===== config.mk =====
export PLATFORM = sky130hd
export DESIGN_NAME = ddr_apchk_spacing
export DESIGN_NICKNAME = d
export VERILOG_FILES = /design/src/rtl/ddr_apchk_pkg.sv /design/src/rtl/ddr_apchk_spacing.sv
export SDC_FILE = /design/constraint.sdc
export NUM_CORES = 1
export LEC_CHECK = 0
export ABC_AREA = 0
export CORE_MARGIN = 1.5
export CORE_UTILIZATION = 28
export CTS_CLUSTER_DIAMETER = 50
export DETAILED_ROUTE_END_ITERATION = 8
export PLACE_DENSITY_LB_ADDON = 0.12
export REMOVE_ABC_BUFFERS = 1
export SYNTH_ARGS = -nofsm -noshare
export SYNTH_HDL_FRONTEND = slang
export SYNTH_SLANG_ARGS = --single-unit

===== constraint.sdc =====
create_clock -name clk -period 9.9 [get_ports clk]
set_input_delay 1.98 -clock clk [delete_from_list [all_inputs] [get_ports clk]]
set_output_delay 1.98 -clock clk [all_outputs]
set_load 0.005 [all_outputs]

===== src/rtl/ddr_apchk_pkg.sv =====
package ddr_apchk_pkg;

  typedef enum logic [2:0] {
    C_NOP = 3'd0,
    C_ACT = 3'd1,
    C_RD  = 3'd2,
    C_WR  = 3'd3,
    C_PRE = 3'd4,
    C_REF = 3'd5,
    C_MRS = 3'd6,
    C_RSV = 3'd7
  } cmd_e;

  typedef enum logic [2:0] {
    V_NONE    = 3'd0,
    V_SPACING = 3'd1,
    V_BUSY    = 3'd2,
    V_NOTIDLE = 3'd3
  } viol_e;

  // beats to clock cycles on a double data rate bus
  function automatic int half_burst(int bl);
    return bl / 2;
  endfunction

  // turnaround is never shorter than two cycles
  function automatic int wtr_eff(int twtr);
    return (twtr < 2) ? 2 : twtr;
  endfunction

  function automatic int wra_to_rd_gap(int cl, int bl, int twtr);
    return (cl - 1) + half_burst(bl) + wtr_eff(twtr);
  endfunction

  function automatic int rda_to_wr_gap(int bl);
    return half_burst(bl) + 2;
  endfunction

  // cycles from command to start of the precharge phase
  function automatic int rd_access(int bl);
    return half_burst(bl);
  endfunction

  function automatic int wr_access(int cl, int bl, int twr);
    return (cl - 1) + half_burst(bl) + twr;
  endfunction

endpackage


===== src/rtl/ddr_apchk_spacing.sv =====
module ddr_apchk_spacing
  import ddr_apchk_pkg::*;
#(
  parameter int BW = 3,
  parameter int CW = 4,
  parameter int AW = 6
) (
  input  logic          clk,
  input  logic          rst_n,
  input  logic          accept,
  input  cmd_e          cmd,
  input  logic [BW-1:0] bank,
  input  logic          ap,
  input  logic [CW-1:0] cfg_cl,
  input  logic [CW-1:0] cfg_bl,
  input  logic [CW-1:0] cfg_twtr,
  output logic          spc_err
);

  typedef struct packed {
    logic          vld;
    logic [BW-1:0] bnk;
    logic [AW-1:0] age;
  } hist_t;

  localparam int NKIND = 2;   // 0: write with AP, 1: read with AP

  hist_t hist [NKIND];
  logic  rec  [NKIND];

  assign rec[0] = accept && ap && (cmd == C_WR);
  assign rec[1] = accept && ap && (cmd == C_RD);

  for (genvar k = 0; k < NKIND; k++) begin : g_hist
    always_ff @(posedge clk) begin
      if (!rst_n) begin
        hist[k] <= '0;
      end else if (rec[k]) begin
        hist[k].vld <= 1'b1;
        hist[k].bnk <= bank;
        hist[k].age <= AW'(1);
      end else if (hist[k].vld && hist[k].age != '1) begin
        hist[k].age <= hist[k].age + AW'(1);
      end
    end
  end

  int  half_c, wr_rd_c, rd_wr_c, wage, rage;
  logic wra_other, rda_other, wra_hit, rda_hit;

  always_comb begin
    half_c    = half_burst(int'(cfg_bl));
    wr_rd_c   = wra_to_rd_gap(int'(cfg_cl), int'(cfg_bl), int'(cfg_twtr));
    rd_wr_c   = rda_to_wr_gap(int'(cfg_bl));
    wage      = int'(hist[0].age);
    rage      = int'(hist[1].age);
    wra_other = hist[0].vld && (hist[0].bnk != bank);
    rda_other = hist[1].vld && (hist[1].bnk != bank);
    wra_hit   = wra_other &&
                (((cmd == C_RD) && (wage < wr_rd_c)) ||
                 ((cmd == C_WR) && (wage < half_c)));
    rda_hit   = rda_other &&
                (((cmd == C_RD) && (rage < half_c)) ||
                 ((cmd == C_WR) && (rage < rd_wr_c)));
    spc_err   = wra_hit || rda_hit;
  end

endmodule


==> results.json, run 1 <==
{
  "finalNetCount": 236,
  "ys_warn_count": 0,
  "cap_violations": 0,
  "p_int_w": 0.000187,
  "viasPerCell": 4.65,
  "reg2reg_from": "hist[1][0]$_DFFE_PP_",
  "placementRows": 28,
  "fmax_mhz": 130,
  "drtIter0Drc": 17,
  "worst_slew_pin_slew_ns": 0.431,
  "grt_util_all_layers": 0.118,
  "gp_congestion": 0.711,
  "slew_headroom": 0.712,
  "async_reset_ff_frac": 0,
  "drcViolationCount": 0,
  "synth_top_area_share": 0.340,
  "die-area_mm2": 0.00647,
  "power.leakage_nw": 0.879,
  "p_clk_frac": 0.317,
  "syn_avg_cell_area_um2": 10.2,
  "finalSetupTns_ns": 0,
  "crit_arrival_ns": 5.74,
  "ant_nets": 0,
  "power_density_mw_per_mm2": 124,
  "initial_core_util": 0.287,
  "placed_cell_area_mm2": 0.00197,
  "crit_type": "in2out",
  "crit_start": "cfg_cl[0]",
  "top_regs": "hist x20",
  "min_period_ns": 7.72,
  "finalSetupViolations": 0,
  "synth_most_common_cell": "ha_1",
  "status": "finished, final reports clean",
  "grt_max_degree": 13,
  "design_area_mm2": 0.00204,
  "dp_hpwl_mm": 2.84,
  "clk_latency_ns": 0.26,
  "min_from": "hist[1][9]$_SDFFE_PP1N_",
  "min-delay-path-class": "reg2reg",
  "synth_enable_flop_cells": 19,
  "ys.flop_type": "edfxtp_1",
  "critPathLaunchType": "input pin",
  "port_buffers": 21,
  "fillers": 584,
  "synthTopCellsByCount": "ha_1 (22), inv_1 (21), edfxtp_1 (19)",
  "syn_to_final_growth_pct": 21.5,
  "swShare": 0.263,
  "die_w_um": 80.4,
  "core_area_mm2": 0.00585,
  "clk_pin_slew_worst_paths_ns": 0.08,
  "cts_tree": "yes",
  "wire_per_inst_um": 13.0,
  "drtPass1Iterations": 4,
  "syn_inst": 164,
  "postCtsHoldBufs": 0,
  "vias": 1218,
  "ys_seq_area_frac": 0.352,
  "grt_pass1_vias": 1262,
  "switchingPower_w": 0.0000668,
  "cts.sinks": 20,
  "path_max_fanout": 3,
  "ys_ff_latch": 20,
  "synth.top_cells.by_area": "edfxtp_1 (34%), ha_1 (16%), xor2_1 (5.7%)",
  "skew_ns": 0.00727,
  "die_y_um": 80.4,
  "fin_crit_sh": 0.780,
  "cts_max_path_buffers": 2,
  "peakVddDrop_mv": 0.0500,
  "cts-resized-gates": 0,
  "pre_cts_ws_ns": 2.17,
  "n_antenna_cell": 0,
  "synthesis.area_mm2": 0.00168,
  "wl_mm": 3.41,
  "largest_reg_flops": 20,
  "overflow": 0,
  "worstSetupEndpointType": "output pin",
  "synth_cell_type_count": 39,
  "slew_violations": 0,
  "cts.htree.levels": 1,
  "final_cells": 262,
  "regMostFlops": "hist",
  "worst_slack_ns": 2.18,
  "cts_made_buffers": 3,
  "drive_gt1_frac": 0.0588,
  "ios": 23,
  "crit_required_ns": 7.92,
  "p_comb_frac": 0.275,
  "grt_pass1_wl_mm": 5.87,
  "cts-root-buf": "clkbuf_8",
  "yosys.area.top_type": "edfxtp_1",
  "rsz0062_at_grt": "no",
  "hold_viol": 0,
  "power_frac_seq": 0.408,
  "dp_cells": 258,
  "antenna_found_initial": 0,
  "post_cts_buffers": 0
}
power groups by stage:
stage	clock, W	sequential, W	combinational (W)
floorplan	0	0.000104	0.0000469
finish	0.0000804	0.000104	0.0000696
global route	0.0000862	0.000104	0.0000817
detailed placement	0	0.000106	0.0000708
CTS	0.0000830	0.000104	0.0000715
global placement	0	0.000105	0.0000674
final timing paths:
kind	to	depth (start not counted)	slack, ns
worst max-delay path	spc_err	16	2.18
worst min-delay path	hist[1][9]$_SDFFE_PP1N_	2	0.54
worst max register to register	hist[1][1]$_DFFE_PP_	4	8.13
worst min register to register	hist[1][9]$_SDFFE_PP1N_	2	0.54
critical path, cell delays in order:
cell	delay, ns
clkdlybuf4s50_1	0.53
inv_1	0.06
ha_1	0.22
xnor2_1	0.15
fa_1	0.57
inv_1	0.06
ha_1	0.28
a21o_1	0.19
a21oi_1	0.17
xnor2_1	0.17
ha_1	0.28
a21o_1	0.18
o21ai_0	0.13
a31oi_1	0.09
o21ai_1	0.15
clkdlybuf4s50_1	0.52
metal layers:
metal  track usage  vias up  routed length [µm]
met4        0.0362        0                  23
li1              -      620                   -
met3        0.0159        2                 126
met1         0.146      575                1600
met5             0        -                   0
met2         0.209       21                1660
kinds of logic after synthesis:
group	count (synthesis)	synth area share
AND/OR/NAND/NOR	47	0.147
AO/OA/AOI/OAI	28	0.130
XOR/XNOR	20	0.104
flip-flops	20	0.352
adder cells (fa/ha/maj)	26	0.212
buffers and inverters	23	0.0559
through the flow:
step	power [W]	util	hold WS [ns]
after detailed placement	0.000176	0.336	0.522
final	0.000253	0.349	0.540
after global placement	0.000173	0.336	0.512
after floorplan	0.000151	-	0.484
after global routing	0.000272	0.349	0.567
after CTS	0.000258	0.349	0.539
final cells by class:
class,instances,area [µm²],share of cell area
repair buffers,21,210,0.103
well taps,75,93.8,0.0460
clock buffers,3,41.3,0.0202
multi-input cells,121,995,0.488
clock inverters,1,30.0,0.0147
flip-flops and latches,20,591,0.290
inverters,21,78.8,0.0387
placed cells by master (no fill, tap or decap), drive strengths merged, types with 2 or more instances in the layout:
cell type / count
nor2: 18
inv: 21
clkdlybuf4s50: 21
clkbuf: 3
o21a: 2
and2: 6
a31o: 3
o31ai: 2
a21o: 5
xnor2: 9
edfxtp: 19
o21ai: 4
a211oi: 2
nand2: 7
o22ai: 2
fa: 4
xor2: 11
a21oi: 4
nand3: 3
ha: 22
nor3: 2
and3: 3
nand2b: 2
(Power assumes the default switching activity.)
==> run 2: changes to the inputs <==
clock period = 6.2 ns   (was 9.9 ns; I/O delays follow)
==> results.json, run 2 (synthesis gave the netlist of run 1 again) <==
{
  "min_period_ns": 5.65,
  "crit_arrival_ns": 4.41,
  "regArea_um2": 591,
  "path_max_fanout": 2,
  "die-area_mm2": 0.00647,
  "drive_gt1_frac": 0.0691,
  "crit_required_ns": 4.96,
  "peakVddDrop_mv": 0.0862,
  "die_w_um": 80.4,
  "viasPerCell": 4.57,
  "drtPass1Iterations": 4,
  "grt_pass1_wl_mm": 5.82,
  "regMostFlops": "hist",
  "slew_headroom": 0.684,
  "cts.sinks": 20,
  "cpPeakStageDelay_ns": 0.54,
  "dp_cells": 259,
  "final_cells": 263,
  "cts-root-buf": "clkbuf_8",
  "min-delay-path-class": "reg2reg",
  "initial_core_util": 0.287,
  "post_cts_buffers": 0,
  "ant_nets": 0,
  "final_cell_mix": "ha_1 (22), inv_1 (21), clkdlybuf4s50_1 (20), edfxtp_1 (19), nor2_1 (18)",
  "multi_input_area_um2": 998,
  "utilization": 0.351,
  "fmax_mhz": 177,
  "power_density_mw_per_mm2": 197,
  "crit_path_frequent_cell": "ha_1",
  "finalSetupViolations": 0,
  "antenna_found_initial": 0,
  "largest_reg_flops": 20,
  "clk_pin_slew_worst_paths_ns": 0.08,
  "skew_ns": 0.00762,
  "worst_slew_pin_slew_ns": 0.468,
  "wl_mm": 3.40,
  "grt_util_all_layers": 0.118,
  "crit_family": "adder cells",
  "vias": 1201,
  "wire_per_inst_um": 12.9,
  "finalSetupTns_ns": 0,
  "power.leakage_nw": 0.903,
  "cts_max_path_buffers": 2,
  "core_area_mm2": 0.00585,
  "overflow": 0,
  "syn_to_final_growth_pct": 22.3,
  "drtIter0Drc": 36,
  "critPathLaunchType": "input pin",
  "clk_latency_ns": 0.25,
  "n_antenna_cell": 0,
  "dp_hpwl_mm": 2.81,
  "cts_made_buffers": 3,
  "status": "finished, final reports clean",
  "fin_total_pwr_w": 0.000405,
  "worstSetupEndpointType": "output pin",
  "grt_max_degree": 13,
  "path_cells": "clkdlybuf4s50_1 -> inv_1 -> ha_1 -> xnor2_1 -> fa_1 -> inv_1 -> ha_1 -> a21o_1 -> a21oi_2 -> xnor2_1 -> ha_1 -> a21o_1 -> o21ai_1 -> a31oi_1 -> o21ai_1 -> dlymetal6s2s_1",
  "ios": 23,
  "cts.htree.levels": 1,
  "fillers": 592,
  "slew_violations": 0,
  "fin_crit_sh": 0.911,
  "slowest_stage": "fa_1",
  "drcViolationCount": 0,
  "hold_viol": 0,
  "crit_type": "in2out",
  "port_buffers": 21,
  "cap_violations": 0,
  "cts_tree": "yes",
  "worst_hold_slack_ns": 0.536,
  "finalNetCount": 237,
  "final_common_cell": "ha_1",
  "placementRows": 28,
  "grt_pass1_vias": 1249,
  "rsz0062_at_grt": "no",
  "die_y_um": 80.4,
  "crit_buf_inv": 4,
  "top_regs": "hist x20",
  "gp_congestion": 0.710
}
[run 2: cell types whose count changed in the layout (fill, tap and decap cells not counted), sizes merged]
cell and change:
buf +1, clkdlybuf4s50 -1, dlymetal6s2s +1
[run 2: repair_timing]
| item | 4_1_cts | 5_1_grt |
|---|---|---|
| endpoints found under the setup margin | 0 | 1 |
| hold buffers | 0 | 0 |
| gates resized for setup | 0 | 3 |
[run 2: final timing paths]
path | startpoint | endpoint | slack (ns) | depth (start not counted)
max | cfg_cl[0] | spc_err | 0.55 | 16
min | hist[1][9]$_SDFFE_PP1N_ | hist[1][9]$_SDFFE_PP1N_ | 0.54 | 2
min reg2reg | hist[1][9]$_SDFFE_PP1N_ | hist[1][9]$_SDFFE_PP1N_ | 0.54 | 2
max reg2reg | hist[1][0]$_DFFE_PP_ | hist[1][0]$_DFFE_PP_ | 4.46 | 4
[run 2: layout make-up]
| cell class | instances | share of cell area |
|---|---|---|
| multi-input cells | 121 | 0.486 |
| repair buffers | 22 | 0.107 |
| clock buffers | 3 | 0.0201 |
| flip-flops and latches | 20 | 0.288 |
| inverters | 21 | 0.0384 |
| clock inverters | 1 | 0.0146 |
| well taps | 75 | 0.0457 |
[run 2: power breakdown]
group / internal, W / total (W) / switching [W]
logic: 0.0000560 / 0.000113 / 0.0000569
registers: 0.000157 / 0.000165 / 0.00000832
clock network: 0.0000861 / 0.000127 / 0.0000413
[run 2: metrics by stage]
step	worst slack [ns]	area (µm²)
5_1_grt	0.271	2050
3_5_place_dp	0.0570	1980
3_3_place_gp	0.0879	1980
6_report	0.553	2050
2_1_floorplan	1.24	1660
4_1_cts	0.0443	2050
[run 2: metal layers]
metal  vias up  GRT usage  part of all wire
met4         0     0.0431            0.0068
met1       555      0.154              0.47
li1        620          -                 -
met3         2     0.0125             0.036
met2        24      0.200              0.49
met5         -          0                 0
[run 2: worst reg2reg max path, cell delays in order, from the launching register on]
cell and delay (ns):
edfxtp_1 0.45, ha_1 0.25, and3_1 0.22, a31o_4 0.27
nand2_1 0.23
==> run 3: changes to the inputs <==
SKIP_LAST_GASP = 1   (was not set)
==> results of run 3 <==
Final layout, timing and power as in run 2 (identical DEF).
